### src/rtl/green_pwm_pkg.sv
package green_pwm_pkg;

  typedef enum logic [1:0] {
    ST_IDLE = 2'd0,
    ST_ON   = 2'd1,
    ST_OFF  = 2'd2
  } cyc_state_t;

endpackage

### src/rtl/gpw_period_map.sv
module gpw_period_map #(
  parameter int FB_W         = 8,
  parameter int PER_W        = 12,
  parameter int P_NOM        = 769,
  parameter int P_FLOOR      = 2777,
  parameter int FB_GREEN     = 160,
  parameter int FB_FLOOR     = 80,
  parameter int MAX_DUTY_PCT = 75
) (
  input  logic [FB_W-1:0]  fb,
  output logic [PER_W-1:0] period,
  output logic [PER_W-1:0] ton_max
);
  localparam int unsigned NOM_U   = P_NOM;
  localparam int unsigned FLOOR_U = P_FLOOR;
  localparam int unsigned SPAN_P  = P_FLOOR - P_NOM;
  localparam int unsigned SPAN_FB = FB_GREEN - FB_FLOOR;
  localparam int unsigned GRN_U   = FB_GREEN;
  localparam int unsigned FLR_U   = FB_FLOOR;
  localparam int unsigned DUTY_U  = MAX_DUTY_PCT;

  int unsigned fbi;
  int unsigned p;
  int unsigned t;

  // Piecewise-linear map: flat at nominal, linear stretch, flat at floor
  always_comb begin
    fbi = 32'(fb);
    if (fbi >= GRN_U)
      p = NOM_U;
    else if (fbi <= FLR_U)
      p = FLOOR_U;
    else
      p = FLOOR_U - ((fbi - FLR_U) * SPAN_P) / SPAN_FB;
    t       = (p * DUTY_U) / 100;
    period  = PER_W'(p);
    ton_max = PER_W'(t);
  end

endmodule

### src/rtl/gpw_peak_limit.sv
module gpw_peak_limit #(
  parameter int FB_W      = 8,
  parameter int FB_OFFSET = 30,
  parameter int SS_CYC    = 1000,
  parameter int SS_W      = 10
) (
  input  logic            clk,
  input  logic            rst,
  input  logic            en,
  input  logic [FB_W-1:0] fb,
  output logic [FB_W-1:0] tgt_eff
);
  localparam int unsigned TGT_MAX = ((2 ** FB_W - 1) - FB_OFFSET) >> 2;
  localparam int unsigned OFS_U   = FB_OFFSET;
  localparam int unsigned SSC_U   = SS_CYC;

  logic [SS_W-1:0] ss_cnt;
  logic [FB_W-1:0] lim_q;
  logic [FB_W-1:0] tgt_fb;
  int unsigned     fbi;

  // Soft-start ramp counter, cleared while disabled
  always_ff @(posedge clk) begin
    if (rst || !en) begin
      ss_cnt <= '0;
      lim_q  <= '0;
    end else begin
      if (32'(ss_cnt) != SSC_U) ss_cnt <= ss_cnt + SS_W'(1);
      lim_q <= FB_W'((32'(ss_cnt) * TGT_MAX) / SSC_U);
    end
  end

  // Feedback-derived target and the soft-start clamp
  always_comb begin
    fbi = 32'(fb);
    if (fbi > OFS_U) tgt_fb = FB_W'((fbi - OFS_U) >> 2);
    else             tgt_fb = '0;
    tgt_eff = (tgt_fb < lim_q) ? tgt_fb : lim_q;
  end

  p_ss_monotone_r8: assert property (@(posedge clk) disable iff (rst)
    en |=> (!en || lim_q >= $past(lim_q)));

  p_ss_off_r11: assert property (@(posedge clk) disable iff (rst)
    !en |=> (lim_q == '0));

endmodule

### src/rtl/gpw_cycle_fsm.sv
module gpw_cycle_fsm
  import green_pwm_pkg::*;
#(
  parameter int FB_W    = 8,
  parameter int PER_W   = 12,
  parameter int LEB_CYC = 17,
  parameter int LEB_W   = 5,
  parameter int FB_ZDC  = 40,
  parameter int P_NOM   = 769,
  parameter int P_FLOOR = 2777
) (
  input  logic             clk,
  input  logic             rst,
  input  logic             en,
  input  logic [FB_W-1:0]  fb,
  input  logic             ilim,
  input  logic [PER_W-1:0] per_in,
  input  logic [PER_W-1:0] ton_in,
  input  logic [FB_W-1:0]  tgt_in,
  output logic             gate,
  output logic             blank,
  output logic             strobe,
  output logic [FB_W-1:0]  ipk
);
  localparam int unsigned ZDC_U = FB_ZDC;

  cyc_state_t       state;
  logic [PER_W-1:0] cnt;
  logic [PER_W-1:0] period_q;
  logic [PER_W-1:0] ton_q;
  logic [LEB_W-1:0] leb_left;
  logic             gate_q;
  logic             blank_q;
  logic             strobe_q;
  logic [FB_W-1:0]  ipk_q;
  logic             at_end;
  logic             start_ok;
  logic             on_done;

  assign at_end   = (state == ST_IDLE) || (cnt == period_q - PER_W'(1));
  assign start_ok = (32'(fb) >= ZDC_U) && (tgt_in != '0);
  assign on_done  = ((cnt + PER_W'(1)) >= ton_q) || (!blank_q && ilim);

  always_ff @(posedge clk) begin
    if (rst || !en) begin
      state    <= ST_IDLE;
      cnt      <= '0;
      period_q <= '0;
      ton_q    <= '0;
      leb_left <= '0;
      gate_q   <= 1'b0;
      blank_q  <= 1'b0;
      strobe_q <= 1'b0;
      ipk_q    <= '0;
    end else begin
      strobe_q <= 1'b0;
      if (at_end) begin
        cnt <= '0;
        if (start_ok) begin
          state    <= ST_ON;
          period_q <= per_in;
          ton_q    <= ton_in;
          ipk_q    <= tgt_in;
          gate_q   <= 1'b1;
          blank_q  <= 1'b1;
          leb_left <= LEB_W'(LEB_CYC - 1);
          strobe_q <= 1'b1;
        end else begin
          state   <= ST_IDLE;
          gate_q  <= 1'b0;
          blank_q <= 1'b0;
        end
      end else begin
        cnt <= cnt + PER_W'(1);
        if (state == ST_ON) begin
          if (on_done) begin
            state   <= ST_OFF;
            gate_q  <= 1'b0;
            blank_q <= 1'b0;
          end else if (leb_left != '0) begin
            leb_left <= leb_left - LEB_W'(1);
          end else begin
            blank_q <= 1'b0;
          end
        end
      end
    end
  end

  assign gate   = gate_q;
  assign blank  = blank_q;
  assign strobe = strobe_q;
  assign ipk    = ipk_q;

  p_strobe_turn_on_r4: assert property (@(posedge clk) disable iff (rst)
    strobe_q |-> (gate_q && cnt == '0));

  p_blank_in_on_r5: assert property (@(posedge clk) disable iff (rst)
    blank_q |-> gate_q);

  p_duty_cap_r9: assert property (@(posedge clk) disable iff (rst)
    gate_q |-> (cnt < ton_q));

  p_period_hold_r10: assert property (@(posedge clk) disable iff (rst)
    (en && state != ST_IDLE && !at_end) |=> $stable(period_q));

  p_period_range_r3: assert property (@(posedge clk) disable iff (rst)
    (state != ST_IDLE) |-> (32'(period_q) >= 32'(P_NOM) && 32'(period_q) <= 32'(P_FLOOR)));

  p_no_zero_pulse_r7: assert property (@(posedge clk) disable iff (rst)
    strobe_q |-> (ipk_q != '0));

  p_gate_off_r11: assert property (@(posedge clk) disable iff (rst)
    !en |=> (!gate_q && !strobe_q));

endmodule

### src/rtl/green_pwm_timer.sv
module green_pwm_timer #(
  parameter int CLK_HZ       = 50_000_000,
  parameter bit FAST_VARIANT = 1'b0,
  parameter int F_FLOOR_HZ   = 18_000,
  parameter int LEB_NS       = 350,
  parameter int SS_US        = 5000,
  parameter int MAX_DUTY_PCT = 75,
  parameter int FB_W         = 8,
  parameter int FB_GREEN     = 160,
  parameter int FB_FLOOR     = 80,
  parameter int FB_ZDC       = 40,
  parameter int FB_OFFSET    = 30
) (
  input  logic            clk,
  input  logic            rst,
  input  logic            en,
  input  logic [FB_W-1:0] fb_code,
  input  logic            ilim,
  output logic            gate,
  output logic            blank,
  output logic            cyc_start,
  output logic [FB_W-1:0] ipk_limit
);
  localparam int F_NOM_HZ = FAST_VARIANT ? 100_000 : 65_000;
  localparam int P_NOM    = CLK_HZ / F_NOM_HZ;
  localparam int P_FLOOR  = CLK_HZ / F_FLOOR_HZ;
  localparam int PER_W    = $clog2(P_FLOOR + 1);
  localparam int LEB_RAW  = (CLK_HZ / 1_000_000) * LEB_NS / 1000;
  localparam int LEB_CYC  = (LEB_RAW < 1) ? 1 : LEB_RAW;
  localparam int LEB_W    = $clog2(LEB_CYC + 1);
  localparam int SS_RAW   = SS_US * (CLK_HZ / 1_000_000);
  localparam int SS_CYC   = (SS_RAW < 1) ? 1 : SS_RAW;
  localparam int SS_W     = $clog2(SS_CYC + 1);

  logic [PER_W-1:0] per_w;
  logic [PER_W-1:0] ton_w;
  logic [FB_W-1:0]  tgt_w;

  gpw_period_map #(
    .FB_W(FB_W), .PER_W(PER_W), .P_NOM(P_NOM), .P_FLOOR(P_FLOOR),
    .FB_GREEN(FB_GREEN), .FB_FLOOR(FB_FLOOR), .MAX_DUTY_PCT(MAX_DUTY_PCT)
  ) u_map (
    .fb(fb_code), .period(per_w), .ton_max(ton_w)
  );

  gpw_peak_limit #(
    .FB_W(FB_W), .FB_OFFSET(FB_OFFSET), .SS_CYC(SS_CYC), .SS_W(SS_W)
  ) u_peak (
    .clk(clk), .rst(rst), .en(en), .fb(fb_code), .tgt_eff(tgt_w)
  );

  gpw_cycle_fsm #(
    .FB_W(FB_W), .PER_W(PER_W), .LEB_CYC(LEB_CYC), .LEB_W(LEB_W),
    .FB_ZDC(FB_ZDC), .P_NOM(P_NOM), .P_FLOOR(P_FLOOR)
  ) u_fsm (
    .clk(clk), .rst(rst), .en(en), .fb(fb_code), .ilim(ilim),
    .per_in(per_w), .ton_in(ton_w), .tgt_in(tgt_w),
    .gate(gate), .blank(blank), .strobe(cyc_start), .ipk(ipk_limit)
  );

  p_reset_quiet_r1: assert property (@(posedge clk)
    rst |=> (!gate && !blank && !cyc_start));

endmodule

### config.mk
export PLATFORM = sky130hd
export DESIGN_NAME = green_pwm_timer
export DESIGN_NICKNAME = d
export VERILOG_FILES = /design/src/rtl/green_pwm_pkg.sv /design/src/rtl/gpw_period_map.sv /design/src/rtl/gpw_peak_limit.sv /design/src/rtl/gpw_cycle_fsm.sv /design/src/rtl/green_pwm_timer.sv
export SDC_FILE = /design/constraint.sdc
export NUM_CORES = 1
export LEC_CHECK = 0
export ABC_AREA = 0
export ABC_CLOCK_PERIOD_IN_PS = 44200
export BUFFER_PORTS_ARGS = -buffer_cell sky130_fd_sc_hd__buf_2
export CAP_MARGIN = 0
export CORE_ASPECT_RATIO = 2
export CORE_MARGIN = 2
export CORE_UTILIZATION = 40
export CTS_BUF_LIST = sky130_fd_sc_hd__clkbuf_2 sky130_fd_sc_hd__clkbuf_4 sky130_fd_sc_hd__clkbuf_8
export DETAILED_ROUTE_END_ITERATION = 16
export MAX_ROUTING_LAYER = met4
export PLACE_DENSITY = 0.53
export SYNTH_ARGS = -nofsm -noshare
export SYNTH_HDL_FRONTEND = slang
export SYNTH_SLANG_ARGS = --single-unit
### constraint.sdc
create_clock -name clk -period 44.2 [get_ports clk]
set_input_delay 8.84 -clock clk [delete_from_list [all_inputs] [get_ports clk]]
set_output_delay 8.84 -clock clk [all_outputs]
set_load 0.03 [all_outputs]
==> results of run 1 <==
-- worst min-delay path by stage --
| stage | slack, ps | end | cells after the start | startpoint |
|---|---|---|---|---|
| after floorplan | 440 | u_fsm.ton_q[7] | 2 | u_fsm.ton_q[7] |
| after global placement | 450 | u_fsm.ipk[6] | 2 | u_fsm.ipk[6] |
| after detailed placement | 450 | u_fsm.ipk[6] | 2 | u_fsm.ipk[6] |
| after CTS | 460 | u_fsm.ipk[6] | 2 | u_fsm.ipk[6] |
| after global routing | 490 | u_fsm.ipk[6] | 2 | u_fsm.ipk[6] |
| final | 460 | u_fsm.ipk[6] | 2 | u_fsm.ipk[6] |
-- layout make-up --
class	instances	area [µm²]	share of cell area (%)
multi-input cells	2398	18700	81.8
flip-flops and latches	78	1560	6.84
inverters	293	1100	4.82
well taps	671	840	3.68
repair buffers	64	425	1.86
clock buffers	9	124	0.543
clock inverters	7	104	0.455
diodes	1	2.50	0.0110
-- logic make-up (layout without fill, tap and decap cells) --
family | count (synthesis) | in the layout
and+or+nand+nor | 909 | 909
AOI/OAI and AO/OA | 891 | 891
xor gates and xnor gates | 225 | 225
adders and majority gates | 317 | 317
DFF | 78 | 78
muxes | 56 | 56
buffers and inverters | 384 | 373
other | 0 | 1
-- stage by stage --
step                      util [%]  TNS, ps  instance area [µm²]  hold slack [ps]
after floorplan                  -        0                21700              440
after global placement        41.9        0                22400              445
after detailed placement      41.9        0                22400              448
after CTS                     42.3        0                22700              462
after global routing          42.6    -4.10                22800              494
final                         42.6        0                22800              457
-- timing repair --
| item | CTS | global route |
|---|---|---|
| hold buffers | 0 | 0 |
| buffers inserted | 0 | 5 |
| setup endpoints to repair | 0 | 4 |
| resized for setup | 0 | 18 |
-- synthesized netlist by cell type (all sizes together) (66+ instances only) --
| library cell | n |
|---|---|
| a21oi | 200 |
| nor3 | 71 |
| inv | 292 |
| ha | 198 |
| xnor2 | 158 |
| nor2 | 290 |
| nand2 | 189 |
| nand3 | 95 |
| xor2 | 66 |
| fa | 102 |
| o21ai | 138 |
| dfxtp | 78 |
-- routing by layer --
layer | part of all wire (%) | track usage [%]
met1 | 35 | 21.6
met2 | 58 | 48.8
met3 | 2.0 | 1.45
met4 | 4.3 | 9.89
met5 | 0 | -
-- critical path, delay by kind of cell --
kind	cells	cell delay (ps)
AO/OA/AOI/OAI	68	18400
XOR/XNOR	5	1310
adder cells (fa/ha/maj)	11	4470
buffers and inverters	11	1490
multiplexers	6	1950
AND/OR/NAND/NOR	24	5770
-- registers in the layout, summed over array words and instances, names as in the netlist --
register        cells
u_fsm.blank         1
u_fsm.cnt          12
u_fsm.gate          1
u_fsm.ipk           8
u_fsm.leb_left      5
u_fsm.period_q     12
u_fsm.state         1
u_fsm.strobe        1
u_fsm.ton_q        12
u_peak.lim_q        7
u_peak.ss_cnt      18
==> results by group, run 1 <==
Clock tree
  • Worst skew pair latency: 400 ps
  • Reg clk slew, reported paths: 90 ps
  • Clock Tree Root: clkbuf_8
  • Worst-case clock buffer depth: 2
  • CTS tree: built
  • CTS buffer count: 9
  • Clock sink count: 78
  • H-tree depth: 3

Yosys
  • Seq cells post-synth: 78
  • EDFF count, synth: 0
  • Leading area contributor after synthesis: ha_1
  • Primary FF master, synth: dfxtp_1
  • Cells after synthesis: 2860
  • Area share of the largest cell type after synthesis: 11.4%
  • Synth Area in Compound Gates: 31.1%
  • Synth cell types: 151
  • Mux share of post-synthesis cell area: 2.85%
  • Adder-Cell Fraction of Synth Area: 21.6%
  • Avg Cell Area, Syn: 7.58 µm²
  • Ys async rst share: 0%
  • Ranking of synthesized cells by area: ha_1 11%, fa_1 9.4%, dfxtp_1 7.2%
  • Post-synthesis sequential area ratio: 7.20%
  • Mapped cell area: 21700 µm²
  • XOR/XNOR share of the synthesized area: 9.42%
  • Syn Nets: 3172
  • Largest family of logic cells by synthesized area: compound AO/OA/AOI/OAI gates
  • Post-Synth Simple-Gate Area: 20.5%
  • Ys Warns: 0

Critical path
  • Crit path max fanout: 14
  • Crit start category: input port
  • Crit path largest cell delay: 620 ps
  • CP arrival: 42370 ps
  • Critical R2R Launch: u_peak.ss_cnt[3]
  • Reg2reg path depth: 58
  • CP Capture Point: u_fsm.ton_q[0]
  • Slowest cell on crit path: o21ai_1
  • Type of the worst setup path: in2reg
  • R2r setup slk: 27500 ps
  • Nature of the critical path endpoint: flip-flop
  • R2r endpoint: u_peak.lim_q[0]
  • Critical path startpoint: fb_code[4]
  • Crit path required time: 44500 ps

Global routing
  • First-pass GRT wire length: 107 mm
  • Vias in the first global route: 21336
  • Pin count of the biggest net entering global routing: 48
  • GRT Util Overall: 23.6%
  • Initial antenna violation count: 0
  • GRT overflow: 0

Layout
  • Area Overhead vs Synth: 5.25%
  • Commonest non-fill, non-tap cell in the layout: inv_1
  • Final Net Count: 3156
  • Layout fillers: 5548
  • Most frequent cells in the layout: 290 x inv_1, 286 x nor2_1, 198 x ha_1, 193 x a21oi_1, 189 x nand2_1
  • Share of cells above drive strength 1: 8.74%
  • Final Non-Filler Cells: 3521

Die
  • Die height: 333 µm
  • # IOs: 23
  • Die X-Extent: 169 µm
  • Row Count: 120
  • Core area: 53600 µm²
  • Die area: 56200 µm²
  • Initial core utilization: 40.4%

STA
  • Endpoints failing setup: 0
  • Final Hold Fails: 0
  • Pins over their slew limit: 0
  • Slew HR: 21.8%
  • Worst-Margin Slew: 1170 ps
  • Final Cycle Share: 95.2%
  • Achievable Freq: 23.8 MHz
  • Tmin final: 42070 ps
  • Final worst setup slack: 2130 ps
  • Post-Route Skew: 17.2 ps

Placement
  • Placed cell count: 3499
  • DP HPWL: 54.4 mm
  • I/O Buffers: 22
  • Final RePlAce weighted congestion: 0.936
  • Pre-CTS setup slack: 1100 ps

Detailed routing
  • Drt pass-1 iters: 7
  • Initial detailed-routing violation count: 1044
  • Routed Wire Length: 65.2 mm
  • Antenna-violating nets left: 0
  • Total vias in the final route: 21240
  • Post-DR wirelength/cell: 18.5 µm
  • DR DRC count: 0
  • Routed vias/inst: 6.03

Worst hold path
  • Hold Crit Class: reg2reg

Run
  • Maxcap violations: 0

Status
  • Outcome: finished clean
Power of run 1 is left out: the tool's default activity adds up to more than one toggle a clock period on the data nets, which glitch-free logic cannot reach.
==> run 2, diff against run 1 <==
--- a/config.mk
+++ b/config.mk
@@ -16,6 +16,7 @@
 export DETAILED_ROUTE_END_ITERATION = 16
 export MAX_ROUTING_LAYER = met4
 export PLACE_DENSITY = 0.53
+export RECOVER_POWER = 25
 export SYNTH_ARGS = -nofsm -noshare
 export SYNTH_HDL_FRONTEND = slang
 export SYNTH_SLANG_ARGS = --single-unit
==> run 2 against run 1 <==
Maximum frequency is essentially flat. First-iteration DRC count shrank 0.57%. Sequential share of layout area is essentially flat. Worst setup slack gained 18 ps. Non-clock buffer count is the same. Critical path depth is the same. Core utilization is essentially flat. Die area is the same. Via count is essentially flat. Global-route usage is the same. Critical path type unchanged.
==> results by group, run 2 (synthesized netlist as in run 1, its figures left out) <==
Clock tree
  • Reg clk slew, reported paths: 90 ps (about the same)
  • Worst skew pair latency: 400 ps (about the same)
  • CTS tree: built (unchanged)
  • H-tree depth: 3 (unchanged)
  • Clock sink count: 78 (unchanged)
  • CTS buffer count: 9 (unchanged)
  • Clock Tree Root: clkbuf_8 (unchanged)
  • Worst-case clock buffer depth: 2 (unchanged)

Layout
  • Final instance area: 22800 µm² (about the same)
  • Share of cells above drive strength 1: 8.39% (was 8.74%)
  • Storage cell area: 1560 µm² (unchanged)
  • Multi-input gate area: 18700 µm² (about the same)
  • Max reg flops: 18 (unchanged)
  • Commonest non-fill, non-tap cell in the layout: inv_1 (unchanged)
  • Final Util: 42.5% (was 42.6%)
  • Area Overhead vs Synth: 5.18% (was 5.25%)
  • Final Net Count: 3156 (unchanged)
  • Layout fillers: 5556 (was 5548)
  • Most frequent cells in the layout: 290 x inv_1, 286 x nor2_1, 198 x ha_1, 193 x a21oi_1, 189 x nand2_1 (unchanged)
  • Largest reg by FF count: u_peak.ss_cnt (unchanged)

Critical path
  • Nature of the critical path endpoint: flip-flop (unchanged)
  • CP arrival: 42350 ps (was 42370 ps)
  • Type of the worst setup path: in2reg (unchanged)
  • Crit path required time: 44500 ps (about the same)
  • Crit path max fanout: 14 (unchanged)
  • Crit path largest cell delay: 620 ps (about the same)
  • Crit start category: input port (unchanged)
  • Slowest cell on crit path: o21ai_1 (unchanged)
  • Reg2reg path depth: 58 (unchanged)

Placement
  • Final RePlAce weighted congestion: 0.936 (unchanged)
  • DP HPWL: 54.4 mm (unchanged)
  • Cell Area, Placed: 22400 µm² (unchanged)
  • I/O Buffers: 22 (unchanged)

Global routing
  • Initial antenna violation count: 0 (unchanged)
  • Pin count of the biggest net entering global routing: 48 (unchanged)
  • First-pass GRT wire length: 107 mm (unchanged)
  • GRT overflow: 0 (unchanged)
  • Vias in the first global route: 21336 (unchanged)
  • GRT Util Overall: 23.6% (unchanged)

STA
  • Final Cycle Share: 95.1% (was 95.2%)
  • WHS: 458 ps (was 457 ps)
  • Slew HR: 20.4% (was 21.8%)
  • Final Hold Fails: 0 (unchanged)
  • Pins over their slew limit: 0 (unchanged)
  • Endpoints failing setup: 0 (unchanged)
  • TNS Setup: 0 ps (unchanged)
  • Achievable Freq: 23.8 MHz (about the same)
  • Tmin final: 42050 ps (was 42070 ps)
  • Post-Route Skew: 17.4 ps (was 17.2 ps)
  • Worst-Margin Slew: 1190 ps (was 1170 ps)

Run
  • Maxcap violations: 0 (unchanged)

Detailed routing
  • Antenna-violating nets left: 0 (unchanged)
  • Post-DR wirelength/cell: 18.5 µm (about the same)
  • Routed vias/inst: 6.03 (about the same)
  • Initial detailed-routing violation count: 1038 (was 1044)
  • DR DRC count: 0 (unchanged)
  • Total vias in the final route: 21228 (was 21240)
  • Routed Wire Length: 65.2 mm (about the same)
  • Drt pass-1 iters: 7 (unchanged)

Worst hold path
  • Worst Hold Depth: 2 (unchanged)
  • Hold Crit Class: reg2reg (unchanged)

Die
  • Core area: 53600 µm² (unchanged)
  • # IOs: 23 (unchanged)
  • Die X-Extent: 169 µm (unchanged)
  • Initial core utilization: 40.4% (unchanged)
  • Die height: 333 µm (unchanged)
  • Die area: 56200 µm² (unchanged)
  • Row Count: 120 (unchanged)

Status
  • Outcome: finished clean (unchanged)
run 2: worst max-delay path: cells and delay by family:
family | cells | cell delay [ps]
AOI/OAI and AO/OA | 68 | 18420
and+or+nand+nor | 24 | 5760
adders and majority gates | 11 | 4470
muxes | 6 | 1940
buffers and inverters | 11 | 1490
xor gates and xnor gates | 5 | 1310
run 2: path summary, 6_finish.rpt:
path                                  startpoint               to  slack, ps
worst min register to register      u_fsm.ipk[6]     u_fsm.ipk[6]        460
worst min-delay path                u_fsm.ipk[6]     u_fsm.ipk[6]        460
worst max-delay path                  fb_code[4]   u_fsm.ton_q[0]       2150
worst max register to register  u_peak.ss_cnt[3]  u_peak.lim_q[0]      27480
run 2: metal layers:
layer	vias to the layer above	GRT usage, %	wire, µm
li1	10335	-	-
met3	173	1.45	1230
met4	0	9.89	2830
met1	10272	21.6	23200
met5	-	-	0
met2	448	48.8	37900
run 2: through the flow:
stage	cells	setup slack [ps]
final	3521	2150
after global routing	3520	-4.10
after global placement	3499	1460
after CTS	3515	1500
after floorplan	2860	5720
after detailed placement	3499	1100
run 2: layout make-up:
class	instances	share of cell area, %
antenna	1	0.0110
clock buffer	9	0.543
clock inverter	7	0.455
inverter	293	4.82
multi-input combinational	2398	81.8
sequential	78	6.85
tap	671	3.68
timing repair buffer	64	1.82
run 2: what timing repair did:
| action | in CTS | in global routing |
|---|---|---|
| buffers inserted | 0 | 5 |
| resized for setup | 0 | 18 |
| hold buffers | 0 | 0 |
| setup endpoints to repair | 0 | 4 |
Power of run 2 is left out for the same reason.
